## src/rtl/rs_pkg.sv

```systemverilog
package rs_pkg;

  typedef enum logic [1:0] {
    RS_FREE = 2'd0,
    RS_WAIT = 2'd1,
    RS_EXEC = 2'd2
  } rsState_e;

  // strobes from control to datapath, one per entry
  typedef struct packed {
    logic alloc;  // write the issue port into this entry
    logic sel;    // this entry drives the dispatch outputs
  } rsStrobe_t;

endpackage

```

## src/rtl/rs_age_picker.sv

```systemverilog
module rs_age_picker #(
  parameter int N = 4
) (
  input  logic         clk,
  input  logic         rstN,
  input  logic [N-1:0] allocVec,
  input  logic [N-1:0] reqVec,
  output logic [N-1:0] grantVec
);

  // olderQ[i][j] set: entry i was allocated before entry j
  logic [N-1:0] olderQ [N];

  always_ff @(posedge clk) begin
    if (!rstN) begin
      for (int i = 0; i < N; i++) olderQ[i] <= '0;
    end else begin
      for (int i = 0; i < N; i++) begin
        for (int j = 0; j < N; j++) begin
          if (allocVec[i]) olderQ[i][j] <= 1'b0;
          else if (allocVec[j] && (i != j)) olderQ[i][j] <= 1'b1;
        end
      end
    end
  end

  always_comb begin
    for (int i = 0; i < N; i++) begin
      grantVec[i] = reqVec[i];
      for (int j = 0; j < N; j++) begin
        if ((j != i) && reqVec[j] && olderQ[j][i]) grantVec[i] = 1'b0;
      end
    end
  end

  AST_GRANT_ONEHOT: assert property (@(posedge clk) disable iff (!rstN)
    $onehot0(grantVec));
  AST_GRANT_FROM_REQ: assert property (@(posedge clk) disable iff (!rstN)
    (reqVec != '0) |-> (grantVec != '0));

endmodule

```

## src/rtl/rs_ctrl.sv

```systemverilog
module rs_ctrl
  import rs_pkg::*;
#(
  parameter int N        = 4,
  parameter int TAG_W    = 4,
  parameter int TAG_BASE = 8
) (
  input  logic                  clk,
  input  logic                  rstN,
  input  logic                  flush,
  input  logic                  issueValid,
  output logic                  issueReady,
  output logic [TAG_W-1:0]      issueTag,
  input  logic                  cdbValid,
  input  logic [TAG_W-1:0]      cdbTag,
  input  logic [N-1:0]          opsReady,
  output logic                  dispValid,
  input  logic                  dispReady,
  output logic [TAG_W-1:0]      dispTag,
  output rsStrobe_t [N-1:0]     stb
);

  localparam int IDX_W = (N > 1) ? $clog2(N) : 1;

  rsState_e state [N];

  logic [N-1:0] freeVec, waitVec, execVec;
  logic [N-1:0] allocSel, allocVec, grantVec, releaseVec;
  logic [IDX_W-1:0] allocIdx, dispIdx;
  logic accept, dispFire;

  function automatic logic [TAG_W-1:0] ownTag(input int idx);
    return TAG_W'(TAG_BASE + idx);
  endfunction

  always_comb begin
    for (int i = 0; i < N; i++) begin
      freeVec[i] = (state[i] == RS_FREE);
      waitVec[i] = (state[i] == RS_WAIT);
      execVec[i] = (state[i] == RS_EXEC);
      releaseVec[i] = execVec[i] && cdbValid && (cdbTag == ownTag(i));
    end
  end

  // lowest free index wins
  always_comb begin
    allocSel = '0;
    allocIdx = '0;
    for (int i = N - 1; i >= 0; i--) begin
      if (freeVec[i]) begin
        allocSel    = '0;
        allocSel[i] = 1'b1;
        allocIdx    = IDX_W'(i);
      end
    end
  end

  assign issueReady = |freeVec;
  assign issueTag   = TAG_W'(TAG_BASE) + TAG_W'(allocIdx);
  assign accept     = issueValid && issueReady && !flush;
  assign allocVec   = accept ? allocSel : '0;

  rs_age_picker #(.N(N)) u_picker (
    .clk      (clk),
    .rstN     (rstN),
    .allocVec (allocVec),
    .reqVec   (waitVec & opsReady),
    .grantVec (grantVec)
  );

  always_comb begin
    dispIdx = '0;
    for (int i = 0; i < N; i++) begin
      if (grantVec[i]) dispIdx = IDX_W'(i);
    end
  end

  assign dispValid = (|grantVec) && !flush;
  assign dispTag   = TAG_W'(TAG_BASE) + TAG_W'(dispIdx);
  assign dispFire  = dispValid && dispReady;

  always_comb begin
    for (int i = 0; i < N; i++) begin
      stb[i].alloc = allocVec[i];
      stb[i].sel   = grantVec[i];
    end
  end

  always_ff @(posedge clk) begin
    if (!rstN) begin
      for (int i = 0; i < N; i++) state[i] <= RS_FREE;
    end else begin
      for (int i = 0; i < N; i++) begin
        if (flush)                         state[i] <= RS_FREE;
        else if (allocVec[i])              state[i] <= RS_WAIT;
        else if (dispFire && grantVec[i])  state[i] <= RS_EXEC;
        else if (releaseVec[i])            state[i] <= RS_FREE;
      end
    end
  end

  AST_FLUSH_CLEARS: assert property (@(posedge clk) disable iff (!rstN)
    flush |=> (&freeVec));
  AST_DISP_OPS_READY: assert property (@(posedge clk) disable iff (!rstN)
    dispValid |-> ((grantVec & ~opsReady) == '0));
  AST_DISP_HOLD: assert property (@(posedge clk) disable iff (!rstN)
    (dispValid && !dispReady && !flush) |=> (flush || dispValid));
  AST_NO_REOFFER: assert property (@(posedge clk) disable iff (!rstN)
    ((grantVec & execVec) == '0));

  for (genvar g = 0; g < N; g++) begin : g_chk
    AST_ALLOC_WAS_FREE: assert property (@(posedge clk) disable iff (!rstN)
      allocVec[g] |-> (state[g] == RS_FREE));
    AST_RELEASE_OWN_TAG: assert property (@(posedge clk) disable iff (!rstN)
      (execVec[g] && !flush && !(cdbValid && cdbTag == ownTag(g))) |=> execVec[g]);
  end

endmodule

```

## src/rtl/rs_dpath.sv

```systemverilog
module rs_dpath
  import rs_pkg::*;
#(
  parameter int N      = 4,
  parameter int DATA_W = 64,
  parameter int TAG_W  = 4,
  parameter int OP_W   = 4
) (
  input  logic                  clk,
  input  logic                  rstN,
  input  rsStrobe_t [N-1:0]     stb,
  input  logic [OP_W-1:0]       issueOp,
  input  logic                  issueARdy,
  input  logic [DATA_W-1:0]     issueAVal,
  input  logic [TAG_W-1:0]      issueATag,
  input  logic                  issueBRdy,
  input  logic [DATA_W-1:0]     issueBVal,
  input  logic [TAG_W-1:0]      issueBTag,
  input  logic                  cdbValid,
  input  logic [TAG_W-1:0]      cdbTag,
  input  logic [DATA_W-1:0]     cdbValue,
  output logic [N-1:0]          opsReady,
  output logic [OP_W-1:0]       dispOp,
  output logic [DATA_W-1:0]     dispA,
  output logic [DATA_W-1:0]     dispB
);

  logic [OP_W-1:0]   opQ   [N];
  logic [DATA_W-1:0] aValQ [N];
  logic [DATA_W-1:0] bValQ [N];
  logic [TAG_W-1:0]  aTagQ [N];
  logic [TAG_W-1:0]  bTagQ [N];
  logic [N-1:0]      aRdyQ, bRdyQ;

  logic bypassA, bypassB;
  assign bypassA = !issueARdy && cdbValid && (cdbTag == issueATag);
  assign bypassB = !issueBRdy && cdbValid && (cdbTag == issueBTag);

  for (genvar g = 0; g < N; g++) begin : g_ent
    logic wakeA, wakeB;
    assign wakeA = !aRdyQ[g] && cdbValid && (cdbTag == aTagQ[g]);
    assign wakeB = !bRdyQ[g] && cdbValid && (cdbTag == bTagQ[g]);

    always_ff @(posedge clk) begin
      if (!rstN) begin
        opQ[g]   <= '0;
        aValQ[g] <= '0;
        bValQ[g] <= '0;
        aTagQ[g] <= '0;
        bTagQ[g] <= '0;
        aRdyQ[g] <= 1'b0;
        bRdyQ[g] <= 1'b0;
      end else if (stb[g].alloc) begin
        opQ[g]   <= issueOp;
        aTagQ[g] <= issueATag;
        bTagQ[g] <= issueBTag;
        aRdyQ[g] <= issueARdy || bypassA;
        bRdyQ[g] <= issueBRdy || bypassB;
        aValQ[g] <= issueARdy ? issueAVal : cdbValue;
        bValQ[g] <= issueBRdy ? issueBVal : cdbValue;
      end else begin
        if (wakeA) begin
          aRdyQ[g] <= 1'b1;
          aValQ[g] <= cdbValue;
        end
        if (wakeB) begin
          bRdyQ[g] <= 1'b1;
          bValQ[g] <= cdbValue;
        end
      end
    end

    assign opsReady[g] = aRdyQ[g] && bRdyQ[g];

    AST_WAKE_A: assert property (@(posedge clk) disable iff (!rstN)
      (!stb[g].alloc && wakeA) |=> (aRdyQ[g] && aValQ[g] == $past(cdbValue)));
    AST_WAKE_B: assert property (@(posedge clk) disable iff (!rstN)
      (!stb[g].alloc && wakeB) |=> (bRdyQ[g] && bValQ[g] == $past(cdbValue)));
    AST_KEEP_A: assert property (@(posedge clk) disable iff (!rstN)
      (!stb[g].alloc && aRdyQ[g]) |=> (aRdyQ[g] && $stable(aValQ[g])));
    AST_BYPASS_A: assert property (@(posedge clk) disable iff (!rstN)
      (stb[g].alloc && bypassA) |=> (aRdyQ[g] && aValQ[g] == $past(cdbValue)));
    AST_BYPASS_B: assert property (@(posedge clk) disable iff (!rstN)
      (stb[g].alloc && bypassB) |=> (bRdyQ[g] && bValQ[g] == $past(cdbValue)));
  end

  // one-hot select, OR mux
  always_comb begin
    dispOp = '0;
    dispA  = '0;
    dispB  = '0;
    for (int i = 0; i < N; i++) begin
      if (stb[i].sel) begin
        dispOp = dispOp | opQ[i];
        dispA  = dispA  | aValQ[i];
        dispB  = dispB  | bValQ[i];
      end
    end
  end

endmodule

```

## src/rtl/rs_station.sv

```systemverilog
module rs_station
  import rs_pkg::*;
#(
  parameter int N        = 4,
  parameter int DATA_W   = 64,
  parameter int TAG_W    = 4,
  parameter int OP_W     = 4,
  parameter int TAG_BASE = 8
) (
  input  logic              clk,
  input  logic              rstN,
  input  logic              flush,
  input  logic              issueValid,
  input  logic [OP_W-1:0]   issueOp,
  input  logic              issueARdy,
  input  logic [DATA_W-1:0] issueAVal,
  input  logic [TAG_W-1:0]  issueATag,
  input  logic              issueBRdy,
  input  logic [DATA_W-1:0] issueBVal,
  input  logic [TAG_W-1:0]  issueBTag,
  output logic              issueReady,
  output logic [TAG_W-1:0]  issueTag,
  input  logic              cdbValid,
  input  logic [TAG_W-1:0]  cdbTag,
  input  logic [DATA_W-1:0] cdbValue,
  output logic              dispValid,
  input  logic              dispReady,
  output logic [OP_W-1:0]   dispOp,
  output logic [DATA_W-1:0] dispA,
  output logic [DATA_W-1:0] dispB,
  output logic [TAG_W-1:0]  dispTag
);

  rsStrobe_t [N-1:0] stb;
  logic [N-1:0]      opsReady;

  rs_ctrl #(.N(N), .TAG_W(TAG_W), .TAG_BASE(TAG_BASE)) u_ctrl (
    .clk        (clk),
    .rstN       (rstN),
    .flush      (flush),
    .issueValid (issueValid),
    .issueReady (issueReady),
    .issueTag   (issueTag),
    .cdbValid   (cdbValid),
    .cdbTag     (cdbTag),
    .opsReady   (opsReady),
    .dispValid  (dispValid),
    .dispReady  (dispReady),
    .dispTag    (dispTag),
    .stb        (stb)
  );

  rs_dpath #(.N(N), .DATA_W(DATA_W), .TAG_W(TAG_W), .OP_W(OP_W)) u_dpath (
    .clk       (clk),
    .rstN      (rstN),
    .stb       (stb),
    .issueOp   (issueOp),
    .issueARdy (issueARdy),
    .issueAVal (issueAVal),
    .issueATag (issueATag),
    .issueBRdy (issueBRdy),
    .issueBVal (issueBVal),
    .issueBTag (issueBTag),
    .cdbValid  (cdbValid),
    .cdbTag    (cdbTag),
    .cdbValue  (cdbValue),
    .opsReady  (opsReady),
    .dispOp    (dispOp),
    .dispA     (dispA),
    .dispB     (dispB)
  );

endmodule

```

## config.mk

```make
export PLATFORM = sky130hd
export DESIGN_NAME = rs_station
export DESIGN_NICKNAME = d
export VERILOG_FILES = /design/src/rtl/rs_pkg.sv /design/src/rtl/rs_age_picker.sv /design/src/rtl/rs_ctrl.sv /design/src/rtl/rs_dpath.sv /design/src/rtl/rs_station.sv
export SDC_FILE = /design/constraint.sdc
export NUM_CORES = 1
export LEC_CHECK = 0
export BUFFER_PORTS_ARGS = -buffer_cell sky130_fd_sc_hd__buf_2
export CAP_MARGIN = 20
export CORE_MARGIN = 10
export CORE_UTILIZATION = 50
export DETAILED_ROUTE_END_ITERATION = 6
export GPL_TIMING_DRIVEN = 0
export PLACE_DENSITY = 0.71
export SYNTH_ARGS = -nofsm -noshare
export SYNTH_HDL_FRONTEND = slang
export SYNTH_SLANG_ARGS = --single-unit
```

## constraint.sdc

```tcl
create_clock -name clk -period 5.1 [get_ports clk]
set_input_delay 1.02 -clock clk [delete_from_list [all_inputs] [get_ports clk]]
set_output_delay 1.02 -clock clk [all_outputs]
set_load 0.05 [all_outputs]
```

==> flow_summary.json <==
{
  "yosysUniqueCellTypes": 52,
  "io_pins": 358,
  "min_period_ns": 4.859,
  "start_util_pct": 50.42,
  "run_status": "finished, final reports clean",
  "synthArstFlopShare_pct": 0,
  "cts_tree": "yes",
  "route.detailed.drc": 0,
  "grt_overflow": 0,
  "ir_drop_v": 0.0002667,
  "syn-mean-instance-area_um2": 13.18,
  "ys_ff_latch": 588,
  "drt-pass1-iter-count": 7,
  "worst_pin_slew_ns": 1.213,
  "final_antenna_net_count": 0,
  "place.gp.congestion": 0.9180,
  "die_area_um2": 65260,
  "worstPathArrival_ns": 3.84,
  "hold_viol": 0,
  "synth_top_area_cell": "edfxtp_1",
  "gr-usage-all-layers_pct": 28.19,
  "wl_per_cell_um": 29.46,
  "core.rowCount": 86,
  "cts_max_level": 2,
  "die_x_um": 255.5,
  "fmax_mhz": 205.8,
  "fin_cells": 3289,
  "cp_max_fo": 10,
  "synth_top_area_share_pct": 62.83,
  "cts_resized": 0,
  "synth.top_cells.by_area": "edfxtp_1 (63%), a22o_1 (15%), a22oi_1 (7.3%), nand2_1 (2.6%), clkbuf_1 (1.2%)",
  "viasPerCell": 6.590,
  "antenna_found_initial": 35,
  "endpoint_kind": "output port",
  "fin_area_um2": 32450,
  "max-slew-margin-rel_pct": 19.16,
  "place_area_um2": 30400,
  "syn-cell-area_um2": 27720,
  "power_leakage_nw": 13.30,
  "placed_cells": 3150,
  "total_power_mw": 11.00,
  "place_ws_ns": 0.9161,
  "finClkSkew_ns": 0.01877,
  "yosys_warnings": 0,
  "drt-initial-drc-count": 2906,
  "drive_gt1_share_pct": 19.98,
  "setup_slack_ns": 0.2412,
  "ctsHoldBuffers": 0,
  "required_ns": 4.08,
  "cap_violations": 0,
  "cts.path.max_buffers": 3,
  "final_max_slew_viol_count": 0,
  "synth_top_flop_cell": "edfxtp_1",
  "rsz0062_at_grt": "false",
  "worst-setup-path-type": "reg -> out",
  "cts_setup_buffers": 0,
  "insertion_delay_ns": 0.63,
  "cts_sinks": 588,
  "grt_pass1_vias": 21245,
  "syn2layout_area_growth_pct": 17.06,
  "tns_ns": 0,
  "fill_cells": 4445,
  "nets": 2680,
  "dp_hpwl_mm": 65.92,
  "power_density_nw_per_um2": 338.9,
  "hold_path.class": "reg -> reg",
  "synthCells": 2103,
  "ys_seq_area_share_pct": 63.40,
  "holdPathStages": 2,
  "clk_pin_slew_ns": 0.06,
  "core_um2": 54990,
  "die_height_um": 255.5,
  "r2r_cells": 9,
  "io_buffers": 287,
  "clockRootBuffer": "clkbuf_16",
  "fin_crit_sh_pct": 95.27,
  "routed_wl_mm": 96.89,
  "grt_pass1_wl_mm": 139.6,
  "grt_max_degree": 45,
  "vias": 21675,
  "synth-edff-count": 580,
  "numCtsBuffers": 59,
  "startpoint_type": "register",
  "finalSetupViolCount": 0
}
## per-layer routing
layer  wire (um)  track usage [%]  vias to the layer above
li1            -                -                     9203
met1       35710            35.49                    10813
met2       46490            45.35                     1390
met3       10430            6.199                      247
met4        4125            14.22                       22
met5         135                0                        -
## metrics by stage
step	util, %	hold slack, ns
CTS	58.88	0.5471
floorplan	-	0.4868
global placement	54.74	0.5326
global route	58.98	0.6072
detailed placement	55.29	0.5298
finish	59.02	0.5607
## sequential cells by signal, indices dropped and copies added, names as in the netlist
signal and cells:
u_dpath.bRdyQ 4, u_dpath.aTagQ 16, u_dpath.opQ 16, u_dpath.aRdyQ 4
u_dpath.bTagQ 16, u_dpath.aValQ 256, u_ctrl.state 8, u_dpath.bValQ 256
u_ctrl.u_picker.olderQ 12
## worst max-delay path: stages, from the launching register on
cell	delay, ns
edfxtp_1	0.43
and4b_1	0.29
a22oi_1	0.20
and3_1	0.19
clkbuf_1	0.80
buf_1	0.63
a22oi_1	0.17
nand2_1	0.18
buf_2	0.29
## where the power goes
| group | internal [mW] | switching [mW] |
|---|---|---|
| Sequential | 5.64 | 0.0916 |
| Clock | 2.63 | 1.89 |
| Combinational | 0.212 | 0.537 |
## area by class of cell
cell class	instances	area (um^2)	area share, %
clock inverter	39	409.1	1.261
tap	748	935.9	2.884
buffer	258	1159	3.570
clock buffer	71	1564	4.820
sequential	588	17580	54.16
antenna	28	70.07	0.2159
timing repair buffer	298	1683	5.186
multi-input combinational	1222	8915	27.47
inverter	37	138.9	0.4280
## cells in the final DEF, fill, tap and decap left out, drive strengths merged, types with 2 or more instances in the layout
cell type	count
xor2	8
and4b	5
nor3	6
edfxtp	580
and2	28
a2111oi	2
a22o	485
buf	464
nor2b	7
nand2	190
a211oi	4
nor2	20
or4	2
nand3	8
nand4	3
clkinv	28
and3	34
a222oi	6
or2	3
diode	28
nand4b	5
bufinv	9
a21oi	29
a22oi	268
a31oi	5
a221oi	3
conb	4
a21o	26
clkbuf	163
o31ai	2
o22ai	15
nor4	3
inv	38
dfxtp	8
nand2b	28
xnor2	14
## final timing paths
kind	slack [ns]	startpoint	to
max	0.24	u_ctrl.state[2][0]	dispB[36]
min	0.56	u_dpath.bRdyQ[0]	u_dpath.bRdyQ[0]
max reg2reg	1.56	u_ctrl.state[1][1]	u_dpath.aValQ[2][28]
min reg2reg	0.56	u_dpath.bRdyQ[0]	u_dpath.bRdyQ[0]
## cells in the mapped netlist, types with 3 or more instances
cell type,number
nor3_1,6
dfxtp_1,8
o22ai_2,5
edfxtp_1,580
and4b_1,5
a211oi_1,4
a22o_1,485
nand3_1,7
a21o_1,26
o22ai_1,10
buf_2,58
nand4_1,3
xor2_1,8
clkbuf_1,91
buf_4,31
a222oi_1,6
buf_1,77
and3_1,34
nand2b_1,28
inv_1,30
nor2_1,18
a31oi_1,5
xnor2_1,14
a21oi_1,29
a22oi_1,268
and2_1,28
nand2_1,190
nand4b_1,5
nor4_1,3
nor2b_1,6
a221oi_1,3
inv_2,7
## cell families (layout without fill, tap and decap cells)
family | count (synthesis) | count (layout) | synth area share, %
AND/OR/NAND/NOR | 346 | 346 | 6.062
other | 2 | 32 | 0.02709
buffers and inverters | 295 | 703 | 4.680
XOR/XNOR | 22 | 22 | 0.6951
flip-flops | 588 | 588 | 63.40
AO/OA/AOI/OAI | 850 | 850 | 25.13
Note: power is estimated with default switching activity, not from simulation.
